`src/rtl/dcr_pkg.sv`:
```
package dcr_pkg;
  localparam int ADDR_W = 9;
  localparam int DATA_W = 32;
  localparam int BE_W   = DATA_W / 8;
  localparam int WA_W   = ADDR_W - 2;
  localparam int N_CH   = 2;

  localparam logic [WA_W-1:0] W_GRP0   = 7'h00;
  localparam logic [WA_W-1:0] W_DT0    = 7'h01;
  localparam logic [WA_W-1:0] W_GRP1   = 7'h02;
  localparam logic [WA_W-1:0] W_DT1    = 7'h03;
  localparam logic [WA_W-1:0] W_MIX0   = 7'h04;
  localparam logic [WA_W-1:0] W_MIX1   = 7'h06;
  localparam logic [WA_W-1:0] W_TF0_LO = 7'h20;
  localparam logic [WA_W-1:0] W_TF0_HI = 7'h22;
  localparam logic [WA_W-1:0] W_CFG0   = 7'h28;
  localparam logic [WA_W-1:0] W_TF1_LO = 7'h30;
  localparam logic [WA_W-1:0] W_TF1_HI = 7'h32;
  localparam logic [WA_W-1:0] W_CFG1   = 7'h38;
  localparam logic [WA_W-1:0] W_LC0    = 7'h40;
  localparam logic [WA_W-1:0] W_LS0    = 7'h41;
  localparam logic [WA_W-1:0] W_IE0    = 7'h52;
  localparam logic [WA_W-1:0] W_LC1    = 7'h60;
  localparam logic [WA_W-1:0] W_LS1    = 7'h61;
  localparam logic [WA_W-1:0] W_IE1    = 7'h72;

  typedef struct packed {
    logic [7:0]  cmd;
    logic [7:0]  vd;
    logic [7:0]  st;
    logic [31:0] dt;
    logic [15:0] lc;
    logic [15:0] ie;
    logic        irq;
  } chan_regs_t;

  // bits 6:5 plain, 2:1 write-1-to-clear with set priority, 0 from engine
  function automatic logic [7:0] st_next(input logic [7:0] cur, input logic [7:0] w,
                                         input logic we, input logic iset,
                                         input logic eset, input logic act);
    logic [7:0] n;
    n = cur;
    if (we) begin
      n      = 8'h00;
      n[6:5] = w[6:5];
      n[2]   = cur[2] & ~w[2];
      n[1]   = cur[1] & ~w[1];
    end
    n[2] = n[2] | iset;
    n[1] = n[1] | eset;
    n[0] = act;
    return n;
  endfunction
endpackage

```
`src/rtl/dcr_chan.sv`:
```
module dcr_chan
  import dcr_pkg::*;
#(
  parameter logic [7:0]  CMD_MASK = 8'h09,
  parameter int          VD_W     = 6,
  parameter int          LC_W     = 12,
  parameter logic [15:0] IEN_MASK = 16'h3EED
) (
  input  logic              clk_i,
  input  logic              rst_ni,
  input  logic [DATA_W-1:0] wdata_i,
  input  logic              cmd_we_i,
  input  logic              vd_we_i,
  input  logic              st_we_i,
  input  logic [BE_W-1:0]   dt_we_i,
  input  logic [1:0]        lc_we_i,
  input  logic [1:0]        ie_we_i,
  input  logic              irq_i,
  input  logic              int_set_i,
  input  logic              err_set_i,
  input  logic              act_i,
  output chan_regs_t        regs_o,
  output logic              rst_pulse_o,
  output logic              cmd_stb_o,
  output logic [7:0]        cmd_byte_o
);
  localparam logic [7:0]  VD_MASK = 8'((1 << VD_W) - 1);
  localparam logic [15:0] LC_MASK = 16'((1 << LC_W) - 1);

  logic [7:0]  cmd_q, vd_q, st_q;
  logic [31:0] dt_q;
  logic [15:0] lc_q, ie_q;
  logic        irq_q;

  always_ff @(posedge clk_i or negedge rst_ni) begin
    if (!rst_ni) begin
      cmd_q       <= '0;
      vd_q        <= '0;
      st_q        <= '0;
      dt_q        <= '0;
      lc_q        <= '0;
      ie_q        <= '0;
      irq_q       <= 1'b0;
      rst_pulse_o <= 1'b1;
      cmd_stb_o   <= 1'b0;
      cmd_byte_o  <= '0;
    end else begin
      if (cmd_we_i) cmd_q <= wdata_i[7:0] & CMD_MASK;
      if (vd_we_i)  vd_q  <= wdata_i[15:8] & VD_MASK;
      st_q <= st_next(st_q, wdata_i[23:16], st_we_i, int_set_i, err_set_i, act_i);
      for (int b = 0; b < BE_W; b++) begin
        if (dt_we_i[b]) dt_q[8*b +: 8] <= wdata_i[8*b +: 8];
      end
      if (lc_we_i[0]) lc_q[7:0]  <= wdata_i[7:0] & LC_MASK[7:0];
      if (lc_we_i[1]) lc_q[15:8] <= wdata_i[15:8] & LC_MASK[15:8];
      if (ie_we_i[0]) ie_q[7:0]  <= wdata_i[23:16] & IEN_MASK[7:0];
      if (ie_we_i[1]) ie_q[15:8] <= wdata_i[31:24] & IEN_MASK[15:8];
      irq_q       <= irq_i;
      rst_pulse_o <= lc_we_i[0] & wdata_i[0];
      cmd_stb_o   <= cmd_we_i;
      if (cmd_we_i) cmd_byte_o <= wdata_i[7:0];
    end
  end

  assign regs_o = '{cmd: cmd_q, vd: vd_q, st: st_q, dt: dt_q, lc: lc_q, ie: ie_q, irq: irq_q};
endmodule

```
`src/rtl/dcr_rd_mux.sv`:
```
module dcr_rd_mux
  import dcr_pkg::*;
#(
  parameter logic [15:0] CFG_ID  = 16'h6515,
  parameter logic [31:0] LINK_UP = 32'h0000_0113
) (
  input  logic [WA_W-1:0]        wa_i,
  input  chan_regs_t [N_CH-1:0]  regs_i,
  input  logic [N_CH-1:0]        present_i,
  output logic [DATA_W-1:0]      data_o
);
  logic [7:0] mix0_cmd, mix1_cmd;

  assign mix0_cmd = regs_i[0].cmd | {1'b0, regs_i[1].irq, 1'b0, regs_i[0].irq, 4'h0};
  assign mix1_cmd = regs_i[1].cmd | {3'b000, regs_i[1].irq, 4'h0};

  always_comb begin
    case (wa_i)
      W_GRP0: data_o = {8'h00, regs_i[0].st, regs_i[0].vd, regs_i[0].cmd};
      W_DT0:  data_o = regs_i[0].dt;
      W_GRP1: data_o = {8'h00, regs_i[1].st, regs_i[1].vd, regs_i[1].cmd};
      W_DT1:  data_o = regs_i[1].dt;
      W_MIX0: data_o = {regs_i[1].st, regs_i[0].st, 1'b0, regs_i[1].st[2], 6'h00, mix0_cmd};
      W_MIX1: data_o = {8'h00, regs_i[1].st, 8'h00, mix1_cmd};
      W_CFG0: data_o = {CFG_ID, 4'h0, regs_i[0].irq, 11'h000};
      W_CFG1: data_o = {CFG_ID, 4'h0, regs_i[1].irq, 11'h000};
      W_LC0:  data_o = {16'h0000, regs_i[0].lc};
      W_LC1:  data_o = {16'h0000, regs_i[1].lc};
      W_LS0:  data_o = present_i[0] ? LINK_UP : '0;
      W_LS1:  data_o = present_i[1] ? LINK_UP : '0;
      W_IE0:  data_o = {regs_i[0].ie, 16'h0000};
      W_IE1:  data_o = {regs_i[1].ie, 16'h0000};
      default: data_o = '0;
    endcase
  end
endmodule

```
`src/rtl/dual_chan_regs.sv`:
```
module dual_chan_regs
  import dcr_pkg::*;
#(
  parameter logic [15:0] CFG_ID   = 16'h6515,
  parameter logic [31:0] LINK_UP  = 32'h0000_0113,
  parameter logic [15:0] IEN_MASK = 16'h3EED,
  parameter logic [7:0]  CMD_MASK = 8'h09,
  parameter int          VD_W     = 6,
  parameter int          LC_W     = 12
) (
  input  logic              clk_i,
  input  logic              rst_ni,
  input  logic              req_i,
  input  logic              we_i,
  input  logic [ADDR_W-1:0] addr_i,
  input  logic [BE_W-1:0]   be_i,
  input  logic [DATA_W-1:0] wdata_i,
  output logic [DATA_W-1:0] rdata_o,
  output logic              rvalid_o,
  input  logic [N_CH-1:0]   irq_in_i,
  input  logic [N_CH-1:0]   bm_int_set_i,
  input  logic [N_CH-1:0]   bm_err_set_i,
  input  logic [N_CH-1:0]   dma_active_i,
  input  logic [N_CH-1:0]   dev_present_i,
  output logic              irq_o,
  output logic [N_CH-1:0]   chan_rst_o,
  output logic [N_CH-1:0]   cmd_stb_o,
  output logic [8*N_CH-1:0] cmd_data_o,
  output logic [N_CH-1:0]   tf_sel_o,
  output logic              tf_we_o
);
  logic [WA_W-1:0]         wa;
  logic                    acc, wr, rd;
  chan_regs_t [N_CH-1:0]   regs;
  logic [N_CH-1:0]         irq_flags;
  logic [DATA_W-1:0]       rd_data;

  assign wa  = addr_i[ADDR_W-1:2];
  assign acc = req_i & (addr_i[1:0] == 2'b00);
  assign wr  = acc & we_i;
  assign rd  = acc & ~we_i;

  for (genvar c = 0; c < N_CH; c++) begin : g_ch
    localparam logic [WA_W-1:0] GRP   = (c == 0) ? W_GRP0 : W_GRP1;
    localparam logic [WA_W-1:0] MIX   = (c == 0) ? W_MIX0 : W_MIX1;
    localparam logic [WA_W-1:0] DT    = (c == 0) ? W_DT0  : W_DT1;
    localparam logic [WA_W-1:0] LC    = (c == 0) ? W_LC0  : W_LC1;
    localparam logic [WA_W-1:0] IE    = (c == 0) ? W_IE0  : W_IE1;
    localparam logic [WA_W-1:0] TF_LO = (c == 0) ? W_TF0_LO : W_TF1_LO;
    localparam logic [WA_W-1:0] TF_HI = (c == 0) ? W_TF0_HI : W_TF1_HI;

    logic hit_byte;
    assign hit_byte = wr & ((wa == GRP) | (wa == MIX));

    dcr_chan #(
      .CMD_MASK(CMD_MASK),
      .VD_W    (VD_W),
      .LC_W    (LC_W),
      .IEN_MASK(IEN_MASK)
    ) u_chan (
      .clk_i      (clk_i),
      .rst_ni     (rst_ni),
      .wdata_i    (wdata_i),
      .cmd_we_i   (hit_byte & be_i[0]),
      .vd_we_i    (hit_byte & be_i[1]),
      .st_we_i    (hit_byte & be_i[2]),
      .dt_we_i    ({BE_W{wr & (wa == DT)}} & be_i),
      .lc_we_i    ({2{wr & (wa == LC)}} & be_i[1:0]),
      .ie_we_i    ({2{wr & (wa == IE)}} & be_i[3:2]),
      .irq_i      (irq_in_i[c]),
      .int_set_i  (bm_int_set_i[c]),
      .err_set_i  (bm_err_set_i[c]),
      .act_i      (dma_active_i[c]),
      .regs_o     (regs[c]),
      .rst_pulse_o(chan_rst_o[c]),
      .cmd_stb_o  (cmd_stb_o[c]),
      .cmd_byte_o (cmd_data_o[8*c +: 8])
    );

    assign irq_flags[c] = regs[c].irq;
    assign tf_sel_o[c]  = acc & (wa >= TF_LO) & (wa <= TF_HI);
  end

  assign irq_o   = |irq_flags;
  assign tf_we_o = we_i & (|tf_sel_o);

  dcr_rd_mux #(
    .CFG_ID (CFG_ID),
    .LINK_UP(LINK_UP)
  ) u_rd_mux (
    .wa_i     (wa),
    .regs_i   (regs),
    .present_i(dev_present_i),
    .data_o   (rd_data)
  );

  always_ff @(posedge clk_i or negedge rst_ni) begin
    if (!rst_ni) begin
      rdata_o  <= '0;
      rvalid_o <= 1'b0;
    end else begin
      rvalid_o <= req_i & ~we_i;
      rdata_o  <= rd ? rd_data : '0;
    end
  end
endmodule

```
`config.mk`:
```
export PLATFORM = sky130hd
export DESIGN_NAME = dual_chan_regs
export DESIGN_NICKNAME = d
export VERILOG_FILES = /design/src/rtl/dcr_pkg.sv /design/src/rtl/dcr_chan.sv /design/src/rtl/dcr_rd_mux.sv /design/src/rtl/dual_chan_regs.sv
export SDC_FILE = /design/constraint.sdc
export NUM_CORES = 1
export LEC_CHECK = 0
export BUFFER_PORTS_ARGS = -buffer_cell sky130_fd_sc_hd__buf_2
export CORE_MARGIN = 4
export CORE_UTILIZATION = 45
export CTS_BUF_LIST = sky130_fd_sc_hd__clkbuf_8
export DETAILED_ROUTE_END_ITERATION = 16
export PLACE_DENSITY = 0.62
export SETUP_SLACK_MARGIN = 0.15
export SYNTH_ARGS = -nofsm -noshare
export SYNTH_HDL_FRONTEND = slang
export SYNTH_HIERARCHICAL = 1
export SYNTH_SLANG_ARGS = --single-unit
export TNS_END_PERCENT = 30
```
`constraint.sdc`:
```
create_clock -name clk_i -period 1.9 [get_ports clk_i]
set_input_delay 0.19 -clock clk_i [delete_from_list [all_inputs] [get_ports clk_i]]
set_output_delay 0.19 -clock clk_i [all_outputs]
set_load 0.005 [all_outputs]
```
# Word level (Yosys, flattened, before mapping)
# Index checks and enable logic that the tools add are counted.
# totals
out_inout_bits	57
wordCells	107
in_bits	59
reg_bits	191
# op_classes
eq_ne	13
reduce_logical	4
n_mux	6
magnitude_cmp	4
bitwise	46
# op_table
operator	n
$pmux 32 s14	1
$eq 7x7->1 const B	6
$mux 32	1
$and 1x1->1	29
$mux 9	2
$eq 7x2->1 const B	2
$eq 7x3->1 const B	2
$eq 7x6->1 const B	2
$ge 7x6->1 const B	2
$le 7x6->1 const B	2
$and 2x2->2	4
$and 4x4->4	2
$eq 7x1->1 const B	1
$logic_not 7->1	1
$or 4x7->7	1
$mux 3	2
$or 1x1->1	6
$or 4x5->5	1
$reduce_or 2->1	2
$not 1->1	3
$logic_not 2->1	1

# Logic depth before layout (Yosys ltp)
# Gate-level depths: netlist of run 1.
# logic_depth
word_depth	7
mapped_depth	8
depth_no_buf	5

# Hierarchy
# Netlist of run 1, hierarchy kept.
# by_module_without_submodules
mod	cells_per_inst	seq_area_each_um2	area_each_um2	n_inst
dcr_chan	185	1928.1	3249.4	2
dcr_rd_mux	209	0.0	1601.5	1
dual_chan_regs	129	825.8	1501.4	1

# Worst setup path before layout of run 1
# OpenSTA, ideal clock, no wires.
# synth_timing
path_type	input to register
from	input addr_i[1]
to	register g_ch[0].u_chan.ie_q[10]
path_slack_ns	-0.101
n_path_buf	2
setup_time_ns	0.125
required_ns	1.775
stages	5
t_arrival_ns	1.876
path_cell_list	or3b_1 > buf_2 > buf_6 > nor4_1 > mux2_2
# synth_between
elab_chain_len	5
# synth_lines
element	line	rtl
start: declaration	dual_chan_regs.sv:15	input logic [ADDR_W-1:0] addr_i,
$logic_not 2->1	dual_chan_regs.sv:39	assign acc = req_i & (addr_i[1:0] == 2'b00);
$and 1x1->1	dual_chan_regs.sv:39	
$and 1x1->1	dual_chan_regs.sv:40	assign wr = acc & we_i;
$and 1x1->1	dual_chan_regs.sv:69	.ie_we_i ({2{wr & (wa == IE)}} & be_i[3:2]),
$and 2x2->2	dual_chan_regs.sv:69	
end signal: assignment	dcr_chan.sv:57	if (ie_we_i[1]) ie_q[15:8] <= wdata_i[31:24] & IEN_MASK[15:8];
end: declaration	dcr_chan.sv:32	logic [15:0] lc_q, ie_q;
# Every way passes these cells.
# A chain may end at the register's enable or synchronous reset.

# Worst setup path in the final report of run 1
# layout_timing
from	input addr_i[1]
to	output tf_sel_o[1]
# layout_between
elab_chain_len	4
# layout_lines
element	line	rtl
$logic_not 2->1	dual_chan_regs.sv:39	
$and 1x1->1	dual_chan_regs.sv:39	
$and 1x1->1 (2 in series)	dual_chan_regs.sv:81	assign tf_sel_o[c] = acc & (wa >= TF_LO) & (wa <= TF_HI);
end: declaration	dual_chan_regs.sv:29	output logic [N_CH-1:0] tf_sel_o,
# Every way passes these cells.

==> results of run 1 <==
==> power by group through the flow <==
stage / sequential (uW) / clock (uW) / combinational, uW
final: 4030 / 2800 / 619
after global routing: 4040 / 3050 / 674
after CTS: 4030 / 2870 / 617
after detailed placement: 4110 / 0 / 574
after global placement: 4110 / 0 / 560
after floorplan: 4110 / 0 / 295
==> flip-flops by register name (all words and copies together), names as in the netlist <==
| signal | flops |
|---|---|
| g_ch.u_chan/ie_q | 22 |
| g_ch.u_chan/dt_q | 64 |
| g_ch.u_chan/lc_q | 24 |
| g_ch.u_chan/cmd_stb_o | 2 |
| g_ch.u_chan/cmd_byte_o | 16 |
| rvalid_o | 1 |
| rdata_o | 32 |
| g_ch.u_chan/vd_q | 12 |
| g_ch.u_chan/st_q | 10 |
| g_ch.u_chan/irq_q | 2 |
| g_ch.u_chan/rst_pulse_o | 2 |
==> layer usage <==
metal / wire [um] / share of wire (%) / up-vias
li1: - / - / 2870
met1: 11100 / 46 / 3274
met2: 11600 / 48 / 177
met3: 1230 / 5.1 / 33
met4: 327 / 1.3 / 2
met5: 7 / 0.029 / -
==> cells by family after synthesis <==
family          after synthesis
buf+inv                      92
mux                         196
other cells                   2
flops                       187
simple gates                164
compound gates               67
==> through the flow <==
step,util [%],setup TNS [ps],setup slack (ps)
after floorplan,-,0,110
after global placement,51.6,-5090,-157
after detailed placement,51.6,-7220,-141
after CTS,54.7,0,158
after global routing,54.8,0,137
final,54.8,0,178
==> worst register-to-register path: stages (launching register included) <==
cell and delay (ps):
dfrtp_1 390, mux4_2 520, nand3_1 110, o21ai_0 120, and2_1 180
==> Yosys cell counts (3+ instances only) <==
| cell | n | area (um^2) |
|---|---|---|
| dfrtp_1 | 185 | 4630 |
| mux2_4 | 120 | 1800 |
| mux2_2 | 50 | 563 |
| buf_4 | 48 | 360 |
| nand2_1 | 35 | 131 |
| and2_1 | 33 | 206 |
| a22oi_1 | 30 | 225 |
| mux2i_1 | 24 | 240 |
| buf_6 | 21 | 236 |
| nor4_1 | 17 | 106 |
| buf_2 | 10 | 50.1 |
| clkbuf_1 | 10 | 37.5 |
| nand3_1 | 10 | 50.1 |
| nor3_1 | 8 | 40.0 |
| nor2_1 | 7 | 26.3 |
| or4bb_1 | 7 | 78.8 |
| a21o_1 | 6 | 45.0 |
| o211ai_1 | 6 | 45.0 |
| a21oi_1 | 5 | 25.0 |
| a222oi_1 | 5 | 50.1 |
| nor2b_1 | 5 | 31.3 |
| or3_1 | 5 | 31.3 |
| nand3b_1 | 4 | 30.0 |
| or4b_1 | 4 | 40.0 |
| o21ai_0 | 3 | 15.0 |
| o311ai_0 | 3 | 26.3 |
==> path summary, 6_finish.rpt <==
kind	from	endpoint	slack [ps]	cells after the start
setup / recovery	addr_i[1]	tf_sel_o[1]	180	5
hold / removal	wdata_i[0]	g_ch[0].u_chan/rst_pulse_o	30	2
setup reg to reg	g_ch[1].u_chan/dt_q[15]	rdata_o[15]	480	4
hold reg to reg	g_ch[0].u_chan/st_q[1]	g_ch[0].u_chan/st_q[1]	480	1
max in group asynchronous	rst_ni	g_ch[0].u_chan/dt_q[20]	910	3
min in group asynchronous	rst_ni	g_ch[1].u_chan/ie_q[9]	210	2
==> cell type report <==
cell class	count	share of cell area (%)
timing repair buffer	227	13.8
tap	275	2.99
clock buffer	19	2.27
inverter	1	0.0326
clock inverter	13	1.34
sequential	187	40.7
multi-input combinational	467	38.9
==> repair_timing <==
action / CTS / global route
setup buffers: 0 / 0
setup endpoints to repair: 0 / 2
gates resized for setup: 0 / 1
hold endpoints to repair: 91 / 0
hold buffers: 25 / 0
==> results.md, run 1 <==
- Status: complete, no violations
- Area growth syn-to-layout: 19.9%
- Clk_lat worst skew: 470 ps
- Static leakage: approximately 0.0056 uW
- Clk slew on worst S/H paths: ~110 ps
- Final period utilization: 90.7%
- Post-Syn Area: between 0.009 and 0.01 mm^2
- Antenna-violating nets left: 0
- Die Span X: approximately 150 um
- Critical path's most frequent cell: buf_2
- Seq. cell area: between 0.004 and 0.005 mm^2
- Slowest stage delay, CP: between 400 and 500 ps
- Port bufs: about 120
- CTS tree: done
- 1st-iter DRT viols: approximately 390
- Critical path's top delay family: simple AND/OR/NAND/NOR gates
- Initial core utilization: 45.7%
- WP buf/inv: 3
- Tot Pwr: 7450 uW
- Number of synthesized flops with an enable pin: 0
- Switching power share of the total: around 25%
- GPL Wtd Cong: roughly 0.89
- Commonest non-fill, non-tap cell in the layout: dfrtp_1
- RSZ-0062 raised after global routing: true
- CP Launch Type: input port
- Reg power frac: 54.1%
- Post-Syn Instances: approximately 700
- Final WL: between 20,000 and 25,000 um
- Clk sinks: roughly 190
- Site Rows: between 50 and 60
- DP HPWL: around 17,000 um
- Critical path cell sequence: buf_2 > or3b_1 > buf_12 > nor4_1 > buf_2
- Detailed-route via count: around 6,400
- Critical path data required time: about 1700 ps
- Clock share of power: 37.6%
- Final Hold Fails: 0
- Syn avg cell area: 13.6 um^2
- Setup violators final: 0
- Netlist cell types: between 50 and 60
- DR DRC count: 0
- I/O pins: roughly 120
- Post-synthesis mux area share: between 20% and 30%
- Worst-path maximum fanout: 25
- Post-synthesis simple-gate area fraction: 11.1%
- Post-synthesis register bit count: approximately 190
- Ys flop type: dfrtp_1
- Hold Worst Slack: 32.5 ps
- M3 GR Usage: roughly 4.6%
- Core area: 0.0210 mm^2
- Pwr Density: around 650 mW/mm^2
- FILL cells: roughly 1,800
- Chip Height: between 150 and 200 um
- GRT Residual Overflow: 0
- GRT Resource Usage Total: 20.7%
- Min Tclk post-route: about 1700 ps
- Post-Synth Adder-Cell Area: 0%
- Pin count of the biggest net entering global routing: approximately 60
- Met2 usage: 33.7%
- Max stage delay cell, worst path: or3b_1
- Placed Cells: 1,132
- Die Footprint: about 0.024 mm^2
- Root Driver: clkbuf_8
- Post-synthesis sequential area ratio: between 40 and 50%
- Multi-input gate area: roughly 0.0045 mm^2
- Filler-free cell count of the finished design: between 1,000 and 1,500
- Htree depth: 4
- P_int: 5560 uW
- Setup CP Type: input port to output port
- Hold crit path type: input port to flop
- Largest family of logic cells by synthesized area: multiplexers
- CP endpoint kind: output port
- Worst EP arrival: 1530 ps
- Async S/R FF share, synth: 100%
- Clock Tree Buf Depth: 2
- Slew Viols, Final: 0
- CTS Buf Count: 17
- Vias in the first global route: about 6,900
- Vias/cell: roughly 5.3
- Proportion of layout cells with a drive suffix above 1: between 40 and 50%
- Post-Layout Inst Area: roughly 0.012 mm^2
- Router iterations before antenna repair: 7
- Compound-Gate Fraction of Synth Area: 5.24%
- Most frequent cells in the layout: dfrtp_1 (185), mux2_4 (120), buf_2 (114)
- Dpl cell area: ~0.011 mm^2
- Achievable Freq: 581 MHz
- Clk_skew: between 8 and 9 ps
- Met1 usage: 28.2%
- Avg WL per Cell: around 20 um
- First-pass GRT wire length: around 39,000 um
- Synthesis Warnings: 6
- Total of max-cap violations: 0
- Gr busiest metal: met2
- Switching power: around 1900 uW
- Final nets: 960
- Peak supply drop: roughly 0.33 mV
- Initial antenna violation count: 1
- Proportion of power drawn by combinational gates: around 8.3%
- Inserted Diodes: 0
- XOR/XNOR share of the synthesized area: 0%
No activity file was read; power rests on OpenSTA's default activity.
==> run 2, diff against run 1 <==
Settings changed: CORE_UTILIZATION 45 to 60, PLACE_DENSITY 0.62 to 0.8.
==> run 2 against run 1 <==
Critical path depth increased by 2. Sequential share of layout area grew 0.24 points. Register-to-register slack worse by 170 ps. Hold slack got worse by 8.2 ps. Cell count decreased by 5.0%. Design area shrank 0.59%. Maximum frequency rose by 1.8%. Critical endpoint unchanged.
==> results.md, run 2 (synthesis gave the netlist of run 1 again) <==
- Status: complete, no violations (unchanged)
- Area growth syn-to-layout: 19.2% (was 19.9%)
- Setup CP Type: input port to output port (unchanged)
- I/O pins: 116 (unchanged)
- DR DRC count: 0 (unchanged)
- RSZ-0062 raised after global routing: false (was true)
- GRT Residual Overflow: 0 (unchanged)
- Slew Viols, Final: 0 (unchanged)
- Static leakage: 0.00564 uW (about the same)
- Worst-path maximum fanout: 11 (was 25)
- Inserted Diodes: 0 (unchanged)
- Site Rows: 45 (was 53)
- Clk_skew: 10.8 ps (was 8.66 ps)
- Final Core Density: 74.2% (was 54.8%)
- 1st-iter DRT viols: 516 (was 391)
- Final WL: 23,600 um (was 24,200 um)
- CP Launch Type: input port (unchanged)
- Die Footprint: 0.0181 mm^2 (was 0.0237 mm^2)
- Filler-free cell count of the finished design: 1,129 (was 1,189)
- Initial antenna violation count: 0 (was 1)
- Initial core utilization: 62.2% (was 45.7%)
- Total of max-cap violations: 0 (unchanged)
- Pwr Density: 628 mW/mm^2 (was 648 mW/mm^2)
- Top flop regs: g_ch.u_chan/dt_q: 64 flops, rdata_o: 32 flops, g_ch.u_chan/lc_q: 24 flops (unchanged)
- Achievable Freq: 591 MHz (was 581 MHz)
- Die Span X: 135 um (was 154 um)
- Detailed-route via count: 6,480 (was 6,356)
- Clk slew on worst S/H paths: 100 ps (was 110 ps)
- CP endpoint kind: output port (unchanged)
- CTS Buf Count: 17 (unchanged)
- Clk_lat worst skew: 480 ps (was 470 ps)
- Clock Tree Buf Depth: 2 (unchanged)
- Router iterations before antenna repair: 5 (was 7)
- Proportion of layout cells with a drive suffix above 1: 48.1% (was 48.0%)
- GRT Resource Usage Total: 26.9% (was 20.7%)
- Vias in the first global route: 7,205 (was 6,910)
- GPL Wtd Cong: 0.867 (was 0.887)
- CTS tree: done (unchanged)
- Port bufs: 115 (unchanged)
- Postcts setup bufs: 0 (unchanged)
- First-pass GRT wire length: 38,100 um (was 38,900 um)
- Placed Cells: 1,070 (was 1,132)
- Htree depth: 4 (unchanged)
- Hold crit path type: input port to flop (unchanged)
- Commonest non-fill, non-tap cell in the layout: dfrtp_1 (unchanged)
- Critical path data required time: 1710 ps (about the same)
- Worst setup margin: 208 ps (was 178 ps)
- Setup violators final: 0 (unchanged)
- Vias/cell: 5.74 (was 5.35)
- Avg WL per Cell: 20.9 um (was 20.4 um)
- Final period utilization: 89.0% (was 90.7%)
- Post-Place Worst Slack: -117 ps (was -141 ps)
- Chip Height: 135 um (was 154 um)
- Root Driver: clkbuf_8 (unchanged)
- DP HPWL: 16,600 um (was 17,300 um)
- Final nets: 964 (was 960)
- Pin count of the biggest net entering global routing: 59 (unchanged)
- Worst EP arrival: 1500 ps (was 1530 ps)
- Largest register FFs: 64 (unchanged)
- Clk sinks: 187 (unchanged)
- Final Hold Fails: 0 (unchanged)
- Most frequent cells in the layout: dfrtp_1 (185), mux2_4 (120), buf_2 (112) (was dfrtp_1 (185), mux2_4 (120), buf_2 (114))
- Biggest register: g_ch.u_chan/dt_q (unchanged)
- Min Tclk post-route: 1690 ps (was 1720 ps)
- Core area: 0.0154 mm^2 (was 0.0210 mm^2)
- Peak supply drop: 0.580 mV (was 0.330 mV)
- Antenna-violating nets left: 0 (unchanged)
## run 2: timing repair
item	4_1_cts	5_1_grt
pin swaps	0	2
hold endpoints to repair	215	0
gates resized for setup	2	10
setup endpoints to repair	2	2
hold buffers	27	0
cloned	0	0
## run 2: final cells by class
type	count	area, um^2
Clock buffer	17	234
Clock inverter	15	134
Fill cell	1013	3980
Inverter	1	3.75
Multi-Input combinational cell	467	4500
Sequential cell	187	4680
Tap cell	211	264
Timing Repair Buffer	231	1630
## run 2: final timing paths
check,from,slack [ps],to,depth (start not counted)
setup / recovery,addr_i[4],210,tf_sel_o[1],7
hold / removal,wdata_i[9],20,g_ch[1].u_chan/vd_q[1],2
setup reg to reg,g_ch[1].u_chan/lc_q[4],310,rdata_o[4],4
hold reg to reg,g_ch[0].u_chan/st_q[2],510,g_ch[0].u_chan/st_q[2],1
max in group asynchronous,rst_ni,1040,g_ch[1].u_chan/rst_pulse_o,3
min in group asynchronous,rst_ni,180,g_ch[1].u_chan/dt_q[31],2
## run 2: through the flow
step | power (uW) | hold WS, ps | instance area (um^2) | setup TNS, ps
final | 7190 | 24.3 | 11400 | 0
after global routing | 7460 | 2.48 | 11400 | 0
after CTS | 7220 | 0.480 | 11400 | 0
after detailed placement | 4680 | 117 | 10800 | -5070
after global placement | 4660 | 109 | 10800 | -1730
after floorplan | 4400 | -106 | 9780 | 0
## run 2: power breakdown
part	switching, uW	internal (uW)
Sequential	23.1	4010
Clock	1560	955
Combinational	354	280
Total	1940	5250
## run 2: routing by layer
metal	track usage [%]	vias to the layer above	wire length [um]
li1	-	2887	-
met1	34.8	3307	10200
met2	45.4	235	11700
met3	5.51	51	1180
met4	9.73	0	582
met5	0	-	0
## run 2: worst max-delay path, stage by stage
cell	delay [ps]
buf_6	120
buf_6	120
buf_4	130
or3b_4	380
nor4_4	310
buf_4	150
buf_2	100
==> run 3, diff against run 2 <==
Settings changed: REMOVE_ABC_BUFFERS set to 1.
==> run 3 against run 2 <==
Global-route usage rose by 0.87 points. Sequential power barely moved. Critical path type unchanged. Hold slack better by 0.66 ps. Wire length is 3.9% higher. Sequential share of layout area grew 0.19 points. Critical path depth is 2 lower. Worst setup slack got worse by 11 ps. Combinational power hardly changed. Design area shrank 0.47%.
==> results.md, run 3 (synthesis gave the netlist of run 1 again) <==
- Die Footprint: 0.0181 mm^2 (unchanged)
- Achievable Freq: 587 MHz (was 591 MHz)
- Dpl cell area: 0.0107 mm^2 (was 0.0108 mm^2)
- Critical path cell sequence: buf_2 > or3b_1 > buf_12 > nor4_2 > buf_2 (was buf_6 > buf_6 > buf_4 > or3b_4 > nor4_4 > buf_4 > buf_2)
- WP buf/inv: 3 (was 5)
- Hold crit path type: input port to flop (unchanged)
- Status: complete, no violations (unchanged)
- Clk sinks: 187 (unchanged)
- CTS tree: done (unchanged)
- Inserted Diodes: 0 (unchanged)
- CP endpoint kind: output port (unchanged)
- Area growth syn-to-layout: 18.6% (was 19.2%)
- Vias/cell: 5.77 (was 5.74)
- GPL Wtd Cong: 0.935 (was 0.867)
- Biggest register: g_ch.u_chan/dt_q (unchanged)
- Top flop regs: g_ch.u_chan/dt_q: 64 flops, rdata_o: 32 flops, g_ch.u_chan/lc_q: 24 flops (unchanged)
- Slew HR: about 59%
- Least-Margin Pin Slew: between 600 and 700 ps
- Min-delay src: wdata_i[21] (was wdata_i[9])
- Port bufs: 115 (unchanged)
- Slew Viols, Final: 0 (unchanged)
- Site Rows: 45 (unchanged)
- Final nets: 959 (was 964)
- Detailed-route via count: 6,482 (was 6,480)
- Critical path data required time: 1710 ps (about the same)
- Initial antenna violation count: 1 (was 0)
- Clk slew on worst S/H paths: 100 ps (about the same)
- Worst-path maximum fanout: 25 (was 11)
- Pwr Density: 642 mW/mm^2 (was 628 mW/mm^2)
- First-pass GRT wire length: 38,700 um (was 38,100 um)
- Htree depth: 4 (unchanged)
- Initial core utilization: 62.2% (unchanged)
- Setup TNS Final: 0 ps (unchanged)
- Slowest stage delay, CP: 420 ps (was 380 ps)
- Setup violators final: 0 (unchanged)
- Core area: 0.0154 mm^2 (unchanged)
- Die Span X: 135 um (unchanged)
- Antenna-violating nets left: 0 (unchanged)
- Static leakage: 0.00561 uW (was 0.00564 uW)
- Critical path depth in cells: 5 (was 7)
- Hold depth: 2 (unchanged)
- Final period utilization: 89.6% (was 89.0%)
- Largest register FFs: 64 (unchanged)
- Most frequent cells in the layout: dfrtp_1 (185), mux2_4 (120), buf_2 (114) (was dfrtp_1 (185), mux2_4 (120), buf_2 (112))
- RSZ-0062 raised after global routing: false (unchanged)
- Pin count of the biggest net entering global routing: 59 (unchanged)
- Avg WL per Cell: 21.8 um (was 20.9 um)
- Setup crit start: addr_i[1] (was addr_i[4])
- Clock Tree Buf Depth: 2 (unchanged)
- Total of max-cap violations: 0 (unchanged)
- Worst EP arrival: 1510 ps (was 1500 ps)
- DR DRC count: 0 (unchanged)
- Critical path's most frequent cell: buf_2
- Commonest non-fill, non-tap cell in the layout: dfrtp_1 (unchanged)
- CTS Buf Count: 17 (unchanged)
- R2R depth: 4 (unchanged)
- Final Core Density: 73.8% (was 74.2%)
- CP Launch Type: input port (unchanged)
- I/O pins: 116 (unchanged)
- GRT Residual Overflow: 0 (unchanged)
- Root Driver: clkbuf_8 (unchanged)
- Setup CP Type: input port to output port (unchanged)
- Clk_skew: 12.5 ps (was 10.8 ps)
- DP HPWL: 16,700 um (was 16,600 um)
- Critical path's top delay family: simple AND/OR/NAND/NOR gates (unchanged)
- Router iterations before antenna repair: 5 (unchanged)
- Vias in the first global route: 7,057 (was 7,205)
- Chip Height: 135 um (unchanged)
- GRT Resource Usage Total: 27.8% (was 26.9%)
- Max stage delay cell, worst path: or3b_1 (was or3b_4)
- Min Tclk post-route: 1700 ps (was 1690 ps)
- Worst flop-to-flop path startpoint: g_ch[1].u_chan/lc_q[4] (unchanged)
- 1st-iter DRT viols: 494 (was 516)
- Final WL: 24,500 um (was 23,600 um)
- Final Hold Fails: 0 (unchanged)
- Clk_lat worst skew: 490 ps (was 480 ps)
- Peak supply drop: 0.459 mV (was 0.580 mV)
- Proportion of layout cells with a drive suffix above 1: 47.2% (was 48.1%)
- Post-Layout Inst Area: 0.0114 mm^2 (about the same)
[run 3: cell types whose count changed in the layout (fill, tap and decap cells not counted), moves of 2 or more]
cell / previous run / this run
buf_4: 80 / 73
nor4_2: 15 / 13
nor4_1: 2 / 6
clkinvlp_4: 1 / 3
buf_6: 5 / 1
nor4_4: 4 / 2
buf_12: 7 / 9
buf_2: 112 / 114
dlygate4sd3_1: 27 / 29
clkinv_4: 6 / 2
[run 3: cell type report]
| type | instances | area [um^2] |
|---|---|---|
| Tap cell | 211 | 264 |
| Sequential cell | 187 | 4680 |
| Multi-Input combinational cell | 467 | 4450 |
| Fill cell | 1057 | 4040 |
| Inverter | 1 | 3.75 |
| Clock inverter | 15 | 153 |
| Timing Repair Buffer | 226 | 1600 |
| Clock buffer | 17 | 234 |
[run 3: report_power, final]
part / switching (uW) / internal (uW)
Clock: 1560 / 1080
Sequential: 23.1 / 4010
Combinational: 356 / 278
Total: 1940 / 5370
[run 3: path summary, 6_finish.rpt]
| kind | to | slack [ps] |
|---|---|---|
| worst max-delay path | tf_sel_o[0] | 200 |
| worst min-delay path | g_ch[1].u_chan/dt_q[21] | 20 |
| worst max register to register | rdata_o[4] | 330 |
| worst min register to register | g_ch[0].u_chan/st_q[1] | 500 |
| max in group asynchronous | g_ch[0].u_chan/rst_pulse_o | 940 |
| min in group asynchronous | rdata_o[27] | 270 |
[run 3: layer usage]
metal	track usage (%)	wire [um]
met1	36.7	10600
met2	46.8	12100
met5	0	7
met3	5.66	1410
met4	8.54	436
[run 3: timing repair]
item	in CTS	in global routing
hold endpoints to repair	122	0
buffers inserted	0	0
resized for setup	1	1
cloned	0	0
hold buffers	29	0
setup endpoints to repair	1	1
[run 3: worst reg2reg max path, delay by kind of cell (launching register included)]
| family | cells | cell delay, ps |
|---|---|---|
| AND/OR/NAND/NOR | 2 | 670 |
| flip-flops | 1 | 410 |
| multiplexers | 1 | 250 |
| AO/OA/AOI/OAI | 1 | 140 |
[run 3: through the flow]
| step | setup slack [ps] | power [uW] | cells | hold WS, ps |
|---|---|---|---|---|
| after global routing | 162 | 7600 | 1124 | 1.48 |
| after detailed placement | -97.1 | 4690 | 1063 | 220 |
| final | 197 | 7320 | 1124 | 25.0 |
| after floorplan | -890 | 4280 | 655 | -106 |
| after CTS | 205 | 7350 | 1124 | 7.09 |
| after global placement | -80.1 | 4660 | 1063 | 215 |
